**src/rtl/mib_pkg.sv**
```systemverilog
package mib_pkg;
  localparam int NUM_WORDS = 42;
  localparam int NUM_PAIRS = 3;
  localparam int NUM_BINS  = 7;
  localparam int FLAG_W    = 11;

  // receive flag bit positions
  localparam int RXF_GOOD = 0;

  // word indices whose position is fixed by the decoding side
  localparam int W_RX_BIN0    = 7;
  localparam int W_RX_GOOD_LO = 15;
  localparam int W_RX_BAD_LO  = 17;
  localparam int W_TX_BIN0    = 25;
  localparam int W_TX_BYTE_LO = 33;
  localparam int W_TX_COLL    = 35;

  // upper edge of length bin b (last bin is open)
  function automatic int bin_top(int b);
    case (b)
      0: return 64;
      1: return 127;
      2: return 255;
      3: return 511;
      4: return 1023;
      default: return 1518;
    endcase
  endfunction

  function automatic int pair_lo_word(int p);
    case (p)
      0: return W_RX_GOOD_LO;
      1: return W_RX_BAD_LO;
      default: return W_TX_BYTE_LO;
    endcase
  endfunction

  function automatic bit is_pair_lo(int w);
    return (w == W_RX_GOOD_LO) || (w == W_RX_BAD_LO) || (w == W_TX_BYTE_LO);
  endfunction

  function automatic bit is_pair_hi(int w);
    return is_pair_lo(w - 1);
  endfunction

  function automatic int pair_idx(int w);
    if (w == W_RX_BAD_LO || w == W_RX_BAD_LO + 1) return 1;
    if (w == W_TX_BYTE_LO || w == W_TX_BYTE_LO + 1) return 2;
    return 0;
  endfunction

  // word counted by receive flag f (f >= 1)
  function automatic int rx_flag_word(int f);
    case (f)
      1: return 0;   // broadcast
      2: return 2;   // multicast
      3: return 1;   // pause
      4: return 3;   // fcs error
      5: return 4;   // alignment error
      6: return 5;   // runt
      7: return 6;   // fragment
      8: return 14;  // too long
      9: return 19;  // overflow
      default: return 20; // filtered
    endcase
  endfunction

  // word counted by transmit flag f
  function automatic int tx_flag_word(int f);
    case (f)
      0: return 21;  // broadcast
      1: return 23;  // multicast
      2: return 22;  // pause
      3: return 24;  // underrun
      4: return 32;  // oversize
      5: return 36;  // abort collision
      6: return 37;  // multiple collision
      7: return 38;  // single collision
      8: return 39;  // excessive defer
      9: return 40;  // defer
      default: return 41; // late collision
    endcase
  endfunction
endpackage

```
**src/rtl/mib_len_binner.sv**
```systemverilog
module mib_len_binner
  import mib_pkg::*;
#(
  parameter int LEN_W = 14
) (
  input  logic                valid,
  input  logic [LEN_W-1:0]    len,
  output logic [NUM_BINS-1:0] bin
);
  for (genvar b = 0; b < NUM_BINS; b++) begin : g_bin
    localparam int LO = (b == 0) ? 0 : bin_top(b - 1) + 1;
    localparam int HI = bin_top(b);
    if (b == NUM_BINS - 1) begin : g_open
      assign bin[b] = valid && (int'(len) >= LO);
    end else begin : g_closed
      assign bin[b] = valid && (int'(len) >= LO) && (int'(len) <= HI);
    end
  end
endmodule

```
**src/rtl/mib_sat_counter.sv**
```systemverilog
module mib_sat_counter #(
  parameter int CNT_W = 32,
  parameter int INC_W = 4
) (
  input  logic             clk,
  input  logic             rst_n,
  input  logic [INC_W-1:0] amt,
  input  logic             clr,
  output logic [CNT_W-1:0] q
);
  logic [CNT_W:0] sum;
  assign sum = {1'b0, q} + (CNT_W + 1)'(amt);

  always_ff @(posedge clk or negedge rst_n) begin
    if (!rst_n)          q <= '0;
    else if (clr)        q <= CNT_W'(amt);
    else if (sum[CNT_W]) q <= '1;
    else                 q <= sum[CNT_W-1:0];
  end

  p_sat_hold_r3: assert property (@(posedge clk) disable iff (!rst_n)
    (q == '1 && !clr) |=> (q == '1));

  p_no_wrap_r3: assert property (@(posedge clk) disable iff (!rst_n)
    !clr |=> (q >= $past(q)));
endmodule

```
**src/rtl/mib_wide_acc.sv**
```systemverilog
module mib_wide_acc #(
  parameter int ACC_W = 64,
  parameter int ADD_W = 14
) (
  input  logic             clk,
  input  logic             rst_n,
  input  logic [ADD_W-1:0] add,
  input  logic             clr,
  output logic [ACC_W-1:0] acc
);
  always_ff @(posedge clk or negedge rst_n) begin
    if (!rst_n)   acc <= '0;
    else if (clr) acc <= ACC_W'(add);
    else          acc <= acc + ACC_W'(add);
  end

  p_clear_keeps_new_r2: assert property (@(posedge clk) disable iff (!rst_n)
    clr |=> (acc <= ACC_W'({ADD_W{1'b1}})));
endmodule

```
**src/rtl/mib_read_port.sv**
```systemverilog
module mib_read_port
  import mib_pkg::*;
#(
  parameter int          CNT_W      = 32,
  parameter int          DATA_W     = 32,
  parameter int          ADDR_W     = 18,
  parameter int unsigned WIN_BASE   = 32'h20000,
  parameter int unsigned WIN_STRIDE = 256,
  parameter int          PORT_IDX   = 0
) (
  input  logic                 clk,
  input  logic                 rst_n,
  input  logic                 req_valid,
  output logic                 req_ready,
  input  logic [ADDR_W-1:0]    req_addr,
  output logic                 resp_valid,
  input  logic                 resp_ready,
  output logic [DATA_W-1:0]    resp_data,
  input  logic [CNT_W-1:0]     cnt_val [NUM_WORDS],
  input  logic [CNT_W-1:0]     acc_hi  [NUM_PAIRS],
  output logic [NUM_WORDS-1:0] clr_word
);
  localparam int          OFS_W    = $clog2(WIN_STRIDE);
  localparam int unsigned WIN_ADDR = WIN_BASE + WIN_STRIDE * PORT_IDX;
  localparam logic [ADDR_W-1:0] WIN_VEC = ADDR_W'(WIN_ADDR);

  logic [OFS_W-3:0]     word_idx;
  logic                 hit, accept;
  logic [CNT_W-1:0]     rd_val;
  logic [CNT_W-1:0]     snap [NUM_PAIRS];
  logic [NUM_PAIRS-1:0] snap_set, snap_clr;

  assign word_idx  = req_addr[OFS_W-1:2];
  assign hit       = (req_addr[ADDR_W-1:OFS_W] == WIN_VEC[ADDR_W-1:OFS_W]) &&
                     (req_addr[1:0] == 2'b00) && (int'(word_idx) < NUM_WORDS);
  assign req_ready = !resp_valid || resp_ready;
  assign accept    = req_valid && req_ready;

  always_comb begin
    rd_val   = '0;
    clr_word = '0;
    snap_set = '0;
    snap_clr = '0;
    if (accept && hit) begin
      for (int w = 0; w < NUM_WORDS; w++) begin
        if (int'(word_idx) == w) begin
          if (is_pair_hi(w)) begin
            rd_val = snap[pair_idx(w)];
            snap_clr[pair_idx(w)] = 1'b1;
          end else begin
            rd_val = cnt_val[w];
            clr_word[w] = 1'b1;
            if (is_pair_lo(w)) snap_set[pair_idx(w)] = 1'b1;
          end
        end
      end
    end
  end

  always_ff @(posedge clk or negedge rst_n) begin
    if (!rst_n) begin
      resp_valid <= 1'b0;
      resp_data  <= '0;
      for (int p = 0; p < NUM_PAIRS; p++) snap[p] <= '0;
    end else begin
      if (accept) begin
        resp_valid <= 1'b1;
        resp_data  <= DATA_W'(rd_val);
      end else if (resp_ready) begin
        resp_valid <= 1'b0;
      end
      for (int p = 0; p < NUM_PAIRS; p++) begin
        if (snap_set[p])      snap[p] <= acc_hi[p];
        else if (snap_clr[p]) snap[p] <= '0;
      end
    end
  end

  p_resp_follows_accept_r10: assert property (@(posedge clk) disable iff (!rst_n)
    accept |=> resp_valid);

  p_resp_stall_hold_r10: assert property (@(posedge clk) disable iff (!rst_n)
    (resp_valid && !resp_ready) |=> (resp_valid && $stable(resp_data)));

  p_single_clear_r1: assert property (@(posedge clk) disable iff (!rst_n)
    $onehot0(clr_word));

  p_miss_no_clear_r9: assert property (@(posedge clk) disable iff (!rst_n)
    (accept && !hit) |-> (clr_word == '0 && snap_clr == '0));
endmodule

```
**src/rtl/mib_stat_bank.sv**
```systemverilog
module mib_stat_bank
  import mib_pkg::*;
#(
  parameter int          PORT_IDX   = 0,
  parameter int unsigned WIN_BASE   = 32'h20000,
  parameter int unsigned WIN_STRIDE = 256,
  parameter int          ADDR_W     = 18,
  parameter int          CNT_W      = 32,
  parameter int          LEN_W      = 14,
  parameter int          COLL_W     = 4
) (
  input  logic              clk,
  input  logic              rst_n,
  input  logic              rx_valid,
  input  logic [LEN_W-1:0]  rx_len,
  input  logic [10:0]       rx_flags,
  input  logic              tx_valid,
  input  logic [LEN_W-1:0]  tx_len,
  input  logic [10:0]       tx_flags,
  input  logic [COLL_W-1:0] tx_coll_cnt,
  input  logic              req_valid,
  output logic              req_ready,
  input  logic [ADDR_W-1:0] req_addr,
  output logic              resp_valid,
  input  logic              resp_ready,
  output logic [31:0]       resp_data
);
  localparam int ACC_W  = 2 * CNT_W;
  localparam int INC_W  = COLL_W;
  localparam int DATA_W = 32;

  logic [INC_W-1:0]     inc_amt  [NUM_WORDS];
  logic [CNT_W-1:0]     cnt_val  [NUM_WORDS];
  logic [CNT_W-1:0]     acc_hi   [NUM_PAIRS];
  logic [LEN_W-1:0]     pair_add [NUM_PAIRS];
  logic [NUM_WORDS-1:0] clr_word;
  logic [NUM_BINS-1:0]  rx_bin, tx_bin;
  logic                 rx_good;

  assign rx_good = rx_valid && rx_flags[RXF_GOOD];

  mib_len_binner #(.LEN_W(LEN_W)) i_rx_binner (
    .valid(rx_good), .len(rx_len), .bin(rx_bin));

  mib_len_binner #(.LEN_W(LEN_W)) i_tx_binner (
    .valid(tx_valid), .len(tx_len), .bin(tx_bin));

  // increment amounts for every counter word
  always_comb begin
    for (int w = 0; w < NUM_WORDS; w++) inc_amt[w] = '0;
    for (int f = 1; f < FLAG_W; f++)
      inc_amt[rx_flag_word(f)][0] = rx_valid && rx_flags[f];
    for (int f = 0; f < FLAG_W; f++)
      inc_amt[tx_flag_word(f)][0] = tx_valid && tx_flags[f];
    for (int b = 0; b < NUM_BINS; b++) begin
      inc_amt[W_RX_BIN0 + b][0] = rx_bin[b];
      inc_amt[W_TX_BIN0 + b][0] = tx_bin[b];
    end
    inc_amt[W_TX_COLL] = tx_valid ? tx_coll_cnt : '0;
  end

  assign pair_add[0] = rx_good ? rx_len : '0;
  assign pair_add[1] = (rx_valid && !rx_flags[RXF_GOOD]) ? rx_len : '0;
  assign pair_add[2] = tx_valid ? tx_len : '0;

  for (genvar w = 0; w < NUM_WORDS; w++) begin : g_word
    if (!is_pair_lo(w) && !is_pair_hi(w)) begin : g_cnt
      mib_sat_counter #(.CNT_W(CNT_W), .INC_W(INC_W)) i_cnt (
        .clk(clk), .rst_n(rst_n), .amt(inc_amt[w]),
        .clr(clr_word[w]), .q(cnt_val[w]));
    end
  end

  for (genvar p = 0; p < NUM_PAIRS; p++) begin : g_pair
    logic [ACC_W-1:0] acc;
    mib_wide_acc #(.ACC_W(ACC_W), .ADD_W(LEN_W)) i_acc (
      .clk(clk), .rst_n(rst_n), .add(pair_add[p]),
      .clr(clr_word[pair_lo_word(p)]), .acc(acc));
    assign cnt_val[pair_lo_word(p)]     = acc[CNT_W-1:0];
    assign cnt_val[pair_lo_word(p) + 1] = acc[ACC_W-1:CNT_W];
    assign acc_hi[p]                    = acc[ACC_W-1:CNT_W];
  end

  // high-word clear strobes are never raised: a high read only drains the snapshot
  logic unused_hi_clr;
  assign unused_hi_clr = clr_word[W_RX_GOOD_LO + 1] | clr_word[W_RX_BAD_LO + 1] |
                         clr_word[W_TX_BYTE_LO + 1];

  mib_read_port #(
    .CNT_W(CNT_W), .DATA_W(DATA_W), .ADDR_W(ADDR_W), .WIN_BASE(WIN_BASE),
    .WIN_STRIDE(WIN_STRIDE), .PORT_IDX(PORT_IDX)
  ) i_read_port (
    .clk(clk), .rst_n(rst_n), .req_valid(req_valid), .req_ready(req_ready),
    .req_addr(req_addr), .resp_valid(resp_valid), .resp_ready(resp_ready),
    .resp_data(resp_data), .cnt_val(cnt_val), .acc_hi(acc_hi), .clr_word(clr_word));

  p_one_rx_bin_r4: assert property (@(posedge clk) disable iff (!rst_n)
    rx_good |-> ($countones(rx_bin) == 1));

  p_bad_no_bin_r4: assert property (@(posedge clk) disable iff (!rst_n)
    !rx_good |-> (rx_bin == '0));

  p_one_tx_bin_r5: assert property (@(posedge clk) disable iff (!rst_n)
    tx_valid |-> ($countones(tx_bin) == 1));
endmodule

```
**config.mk**
```make
export PLATFORM = sky130hd
export DESIGN_NAME = mib_stat_bank
export DESIGN_NICKNAME = d
export VERILOG_FILES = /design/src/rtl/mib_pkg.sv /design/src/rtl/mib_len_binner.sv /design/src/rtl/mib_sat_counter.sv /design/src/rtl/mib_wide_acc.sv /design/src/rtl/mib_read_port.sv /design/src/rtl/mib_stat_bank.sv
export SDC_FILE = /design/constraint.sdc
export NUM_CORES = 2
export LEC_CHECK = 0
export ABC_AREA = 1
export BUFFER_PORTS_ARGS = -buffer_cell sky130_fd_sc_hd__buf_2
export CORE_MARGIN = 2
export CORE_UTILIZATION = 35
export DETAILED_ROUTE_END_ITERATION = 10
export GPL_TIMING_DRIVEN = 1
export PLACE_DENSITY = 0.58
export SYNTH_ARGS = -nofsm -noshare
export SYNTH_HDL_FRONTEND = slang
export SYNTH_SLANG_ARGS = --single-unit
```
**constraint.sdc**
```tcl
create_clock -name clk -period 5.1 [get_ports clk]
set_input_delay 1.02 -clock clk [delete_from_list [all_inputs] [get_ports clk]]
set_output_delay 1.02 -clock clk [all_outputs]
set_load 0.05 [all_outputs]
```
# --- After elaboration in Yosys (flattened, before gate mapping) ---
# Cells that the tools add are included.
op_classes:
  mul: 0
  eq_ne: 42
  reduce_logical: 64
  div_mod_pow: 0
  add_sub_neg: 39
  order_cmp: 35
  muxes: 215
  bitwise: 6
  n_shift: 0
ops:
  columns: ["cell", "count"]
  rows:
  - ["2-to-1 mux 32 bit", 133]
  - ["adder 32 x 1 -> 33 bit", 35]
  - ["adder 64 x 14 -> 64 bit", 3]
  - ["2-to-1 mux 64 bit", 3]
  - ["equality test 6 bit (second input constant)", 26]
  - ["binary-select mux 32 bit (select 2 bit)", 2]
  - [">= comparator 32 x 1 -> 1 bit (second input constant)", 4]
  - ["less-than comparator 32 x 4 -> 1 bit (second input constant)", 4]
  - [">= comparator 32 x 3 -> 1 bit (second input constant)", 2]
  - ["NOT 32 bit", 2]
  - ["2-to-1 mux 1 bit", 58]
  - [">= comparator 14 x 11 -> 1 bit (second input constant)", 4]
  - ["less-or-equal comparator 14 x 7 -> 1 bit (second input constant)", 4]
  - ["logical AND 1 bit", 55]
  - ["equality test 6 x 5 -> 1 bit (second input constant)", 8]
  - ["2-to-1 mux 14 bit", 3]
  - ["2-to-1 mux 42 bit", 1]
  - ["adder 32 x 4 -> 33 bit", 1]
  - [">= comparator 14 x 10 -> 1 bit (second input constant)", 2]
  - [">= comparator 14 x 7 -> 1 bit (second input constant)", 2]
  - [">= comparator 14 x 8 -> 1 bit (second input constant)", 2]
  - [">= comparator 14 x 9 -> 1 bit (second input constant)", 2]
  - ["less-or-equal comparator 14 x 10 -> 1 bit (second input constant)", 2]
  - ["less-or-equal comparator 14 x 11 -> 1 bit (second input constant)", 2]
  - ["other kinds (18)", 41]
totals:
  inputBits: 78
  mem_bits_ro: 0
  latch_bits: 0
  regBits: 1473
  mem_count: 0
  ram_bits: 0
  wordCells: 445
  output_inout_bits: 34

# --- Logic depth before layout (Yosys ltp) ---
logic_depth:
  word_depth: 44
  ltp_mapped: 36
  ltp_nobuf: 35

# --- By module ---
# From an unflattened synthesis, not the netlist that was laid out.
hier_totals:
  cells_unflattened: 17798
  area_unflattened_um2: 118157.1
by_module_without_submodules:
  columns: ["mod", "instances", "seq_area_each_um2", "cells_per_inst", "area_per_inst_um2"]
  rows:
  - ["mib_sat_counter (g_word[13].g_cnt.i_cnt ...)", 32, 800.8, 339, 2404.8]
  - ["mib_read_port", 1, 3228.1, 3166, 16495.8]
  - ["mib_sat_counter (g_word[0].g_cnt.i_cnt ...)", 4, 800.8, 321, 2238.4]
  - ["mib_wide_acc (g_pair[1].i_acc)", 1, 1601.5, 751, 4922.2]
  - ["mib_wide_acc (g_pair[2].i_acc)", 1, 1601.5, 753, 4863.4]
  - ["mib_wide_acc (g_pair[0].i_acc)", 1, 1601.5, 755, 4858.4]
  - ["mib_len_binner", 2, 0.0, 55, 282.8]
  - ["mib_stat_bank", 1, 0.0, 131, 544.3]

# --- Worst setup path before layout ---
# OpenSTA, ideal clock, no wires.
synth_timing:
  path_type: "input to register"
  from: "input tx_valid"
  to: "register g_pair[2].i_acc.acc[52]"
  n_path_buf: 2
  stages: 33
  t_arrival_ns: 4.768
  setup_slack_ns: 0.211
  required_ns: 4.978
  setup_ns: 0.122
  cell_sequence: "clkbuf_1 clkbuf_1 nand2_1 inv_1 ha_1 inv_1 fa_1 o21ai_2 a21boi_2 o21ai_4 a21oi_2 o21ai_2 inv_2 nor2_2 nand2_1 nor2_2 inv_2 nor2_2 inv_2 nor2_4 nand3_2 nor3_2 nand2_1 nor3_2 nand2_1 nor2_2 nand2_2 nor2_2 nand2_1 nor2_2 nand2_1 o21ai_1 a21oi_1"
synth_between:
  elab_chain_len: 3
synth_rtl:
  columns: ["element", "line", "source"]
  rows:
  - ["start, declared", "mib_stat_bank.sv:17", "input logic tx_valid,"]
  - ["2-to-1 mux 14 bit", "mib_stat_bank.sv:64", "assign pair_add[2] = tx_valid ? tx_len : '0;"]
  - ["adder 64 x 14 -> 64 bit", "mib_wide_acc.sv:14", "else acc <= acc + ACC_W'(add);"]
  - ["2-to-1 mux 64 bit", "mib_wide_acc.sv:13", "else if (clr) acc <= ACC_W'(add);"]
  - ["end signal, assigned", "mib_wide_acc.sv:13", null]
  - ["end signal, assigned", "mib_wide_acc.sv:14", null]
  - ["end, declared", "mib_wide_acc.sv:9", "output logic [ACC_W-1:0] acc"]
# No other way between the ends.
# A chain may end at the register's enable or synchronous reset.

# --- Final worst setup path ---
layout_timing:
  from: "input req_addr[4]"
  to: "register i_read_port.resp_data[14]"
layout_between:
  elab_chain_len: 44
  elab_cells_between_ends: 88
  classes_between: "order compare (1); eq/ne (41); mux (43); reduce/logical (3)"
layout_rtl:
  columns: ["element", "line", "source"]
  rows:
  - ["start, declared", "mib_stat_bank.sv:23", "input logic [ADDR_W-1:0] req_addr,"]
  - ["logical NOT 6 bit", "mib_read_port.sv:46", "if (int'(word_idx) == w) begin"]
  - ["2-to-1 mux 32 bit (42 in a row)", "mib_read_port.sv:46", null]
  - ["2-to-1 mux 32 bit *", "mib_read_port.sv:44", "if (accept && hit) begin"]
  - ["end signal, assigned", "mib_read_port.sv:68", "resp_data <= DATA_W'(rd_val);"]
  - ["end, declared", "mib_read_port.sv:18", "output logic [DATA_W-1:0] resp_data,"]
# Mark *: on every way between the ends. The rest lies on a longest branch, timed or not.

==> reports/results.ini <==
[place]
dpl.hpwl_mm = 254.2
place.gp.congestion = 0.9970
port_buffers = 111
dp.cells = 16780

[routing]
dr.first_iter.drc_count = 9082
wl_mm = 326.3
via_per_inst = 5.110
ant_nets = 0
via_count = 87480
drc = 0
dr.pass1.iters = 6
avgRoutedWirePerCell_um = 19.06

[sta]
slew_violations = 0
tightest_slew_ns = 1.101
layout_min_cycle_time_ns = 5.089
finClkSkew_ns = 0.05992
fin_crit_sh = 0.9977
fin_tns_setup_ns = 0
rsz0062_at_grt = no
setup_viol = 0
maxClockFrequency_mhz = 196.5
maxSlewHeadroom = 0.2663
hold_viol = 0

[yosys]
avgSynthCellArea_um2 = 7.030
yosysUniqueCellTypes = 76
synth_top_family_by_area = simple AND/OR/NAND/NOR gates
syn-num-nets = 13200
synthCells = 13000
ys_top_cells_by_area = dfrtp_1, nand2_1, inv_1
seq_area_frac_synth = 0.4034
synth_compound_area_frac = 0.1215
yosys_most_used_dff = dfrtp_1
synth_mux_area_frac = 0
synth_async_sr_flop_share = 1.000
synth_warnings = 0
synth_edf_count = 0
yosysTopAreaCell = dfrtp_1
synthAdderAreaFrac = 0.01676
yosys.area_share.simple = 0.2844
ys_seq_elements = 1473
synth_xor_area_frac = 0.05933
yosys.area.top_type_share = 0.4034
netlist_area_um2 = 91370

[cts]
cts_setup_buffers = 0
clockRootBuffer = clkbuf_16
cts_tree = built
cts_max_level = 4
clk_pin_slew_worst_paths_ns = 0.06
clock_path_buffers = 3
numCtsBuffers = 178
cts_sinks = 1473
insertion_delay_ns = 0.87

[worst_setup_path]
crit_type = input pin to flip-flop
cp_slowest_cell = nor2_1
cp.required_ns = 5.86
crit_fanout = 7
crit_top_cell = nand2_1
start_kind = input pin
cp.arrival_ns = 5.85
endpoint_kind = flip-flop
max_stage_delay_ns = 0.26
worstRegToRegCells = 26

[grt]
grt-busiest-layer = met1
groute.layer.met3.usage = 0.03722
grt_overflow = 0
grt_pass1_vias = 80860
grt_util_met1 = 0.3682
grt_util_met2 = 0.3464
grt_pass1_wl_mm = 497.2
grtUsageTotal = 0.2424
antenna_found_initial = 12
grt_max_degree = 167

[floorplanning]
io_pins = 112
start_util = 0.3518
rows = 187
dieArea_um2 = 265200
die_h_um = 514.9
coreArea_um2 = 259700
die_w_um = 514.9

[power_and_ir_drop]
internal-power_mw = 22.26
comb_power_share = 0.126
seqPwrFrac = 0.436
swShare = 0.2908
leakagePower_nw = 54.57
switching_power_mw = 9.131
powerDensity_nw_per_um2 = 295.1
clockPowerShare = 0.437
ir_drop_v = 0.0003714

[min_path]
hold_depth = 3
hold_path.class = input pin to flip-flop

[layout]
nets = 13760
drive_gt1_frac = 0.09322
syn_to_final_growth_pct = 16.43
instances_no_fill = 17120
fin_util = 0.4096
fillers = 27180

[run]
cap_viol_max_count = 0

[outcome]
status = completed

## power groups by stage
stage,Combinational (mW),Clock [mW],Sequential (mW)
after detailed placement,3.93,0,13.9
after floorplan,2.61,0,13.4
after CTS,3.95,14.0,13.7
after global placement,3.86,0,13.9
final,3.96,13.7,13.7
after global routing,4.54,14.5,13.8
## timing repair
action,in CTS,in global routing
endpoints found under the hold margin,14,0
setup endpoints to repair,0,2
hold buffers,1,0
gates resized for setup,0,2
## flip-flops by register name, indices dropped and copies added, names as in the netlist
| signal | flops |
|---|---|
| g_word.g_cnt.i_cnt.q | 1152 |
| g_pair.i_acc.acc | 192 |
| i_read_port.snap | 96 |
| i_read_port.resp_data | 32 |
| i_read_port.resp_valid | 1 |
## area by class of cell
class                   instances  area, µm²  area share
multi-input cells            8738      44180      0.4153
repair buffers                730       5608     0.05272
inverters                    2440       9159     0.08609
clock buffers                 251       5181     0.04870
diodes                          7      17.52   0.0001647
flip-flops and latches       1473      36860      0.3465
well taps                    3402       4257     0.04001
clock inverters                77       1120     0.01053
## per-stage QoR
stage	total power [mW]	setup slack, ns	hold WS [ns]	area [µm²]
after CTS	31.62	0.09261	0.4113	106400
after global routing	32.80	0.003828	0.4498	106400
final	31.40	0.01150	0.4602	106400
after global placement	17.76	-0.8387	0.4557	100000
after floorplan	16.00	0.2105	0.4340	91370
after detailed placement	17.80	-0.8205	0.4588	100000
## cells in the mapped netlist, types with 5 or more instances
cell type	n
a211oi_1	15
a21o_1	5
a21oi_1	682
a21oi_2	7
a221oi_1	16
a31o_2	6
a31oi_1	109
and3_1	10
buf_1	5
buf_2	11
clkbuf_1	331
clkinv_1	13
dfrtp_1	1473
ha_1	116
inv_1	2411
inv_2	16
nand2_1	2807
nand2_2	11
nand3_1	517
nand3_2	7
nand3b_1	19
nand4_1	453
nor2_1	1321
nor2_2	28
nor2_4	11
nor3_1	450
nor3_2	6
nor3b_1	16
nor4_1	166
nor4b_1	6
o211ai_1	12
o21a_1	15
o21ai_0	980
o21ai_1	5
o21ai_2	11
o22ai_1	105
o311ai_0	5
o31ai_1	41
or2_2	80
or3_1	9
or4_1	7
xnor2_1	124
xor2_1	495
## placed cells by master (no fill, tap or decap), types with 16 or more instances in the layout
cell type,synthesis,layout
clkbuf_8,0,41
nand4_1,453,453
a21oi_1,682,679
a31oi_1,109,109
clkbuf_1,331,30
nor3b_1,16,16
o22ai_1,105,105
nor2_1,1321,1288
o21ai_0,980,980
nand3b_1,19,19
nor4_1,166,166
ha_1,116,116
a221oi_1,16,16
nand2_1,2807,2806
bufinv_16,0,21
inv_2,16,16
inv_1,2411,2411
clkinv_2,0,25
or2_2,80,80
xor2_1,495,495
nor2_2,28,57
buf_4,0,587
xnor2_1,124,124
clkbuf_16,0,180
nand3_1,517,517
buf_12,0,32
buf_2,11,110
dfrtp_1,1473,1473
nor3_1,450,446
o31ai_1,41,41
## path summary, 6_finish.rpt
| check | from | end | slack [ns] |
|---|---|---|---|
| setup / recovery | req_addr[4] | i_read_port.resp_data[14]$_DFFE_PN0P_ | 0.01 |
| hold / removal | tx_flags[5] | g_word[36].g_cnt.i_cnt.q[0]$_DFF_PN0_ | 0.46 |
| setup reg to reg | g_word[1].g_cnt.i_cnt.q[14]$_DFF_PN0_ | i_read_port.resp_data[14]$_DFFE_PN0P_ | 0.43 |
| hold reg to reg | g_pair[1].i_acc.acc[18]$_DFF_PN0_ | g_pair[1].i_acc.acc[18]$_DFF_PN0_ | 0.47 |
| max in group asynchronous | rst_n | g_word[2].g_cnt.i_cnt.q[31]$_DFF_PN0_ | 2.88 |
| min in group asynchronous | rst_n | g_pair[1].i_acc.acc[48]$_DFF_PN0_ | 0.62 |
## cell families after synthesis
group           count (synthesis)
compound gates               2052
xor+xnor                      619
fa+ha+maj                     120
buf+inv                      2787
flops                        1473
simple gates                 5947
## metal layers
layer / routed length [µm] / up-vias / part of all wire
met5: 0 / - / 0
met4: 11020 / 0 / 0.034
met3: 24870 / 451 / 0.076
met2: 134800 / 2851 / 0.41
met1: 155600 / 41400 / 0.48
li1: - / 42780 / -
## critical path, delay by kind of cell
family	cells	cell delay, ns
AOI/OAI and AO/OA	2	0.29
and+or+nand+nor	26	3.96
buffers and inverters	4	0.54
No activity file was read; power rests on OpenSTA's default activity.
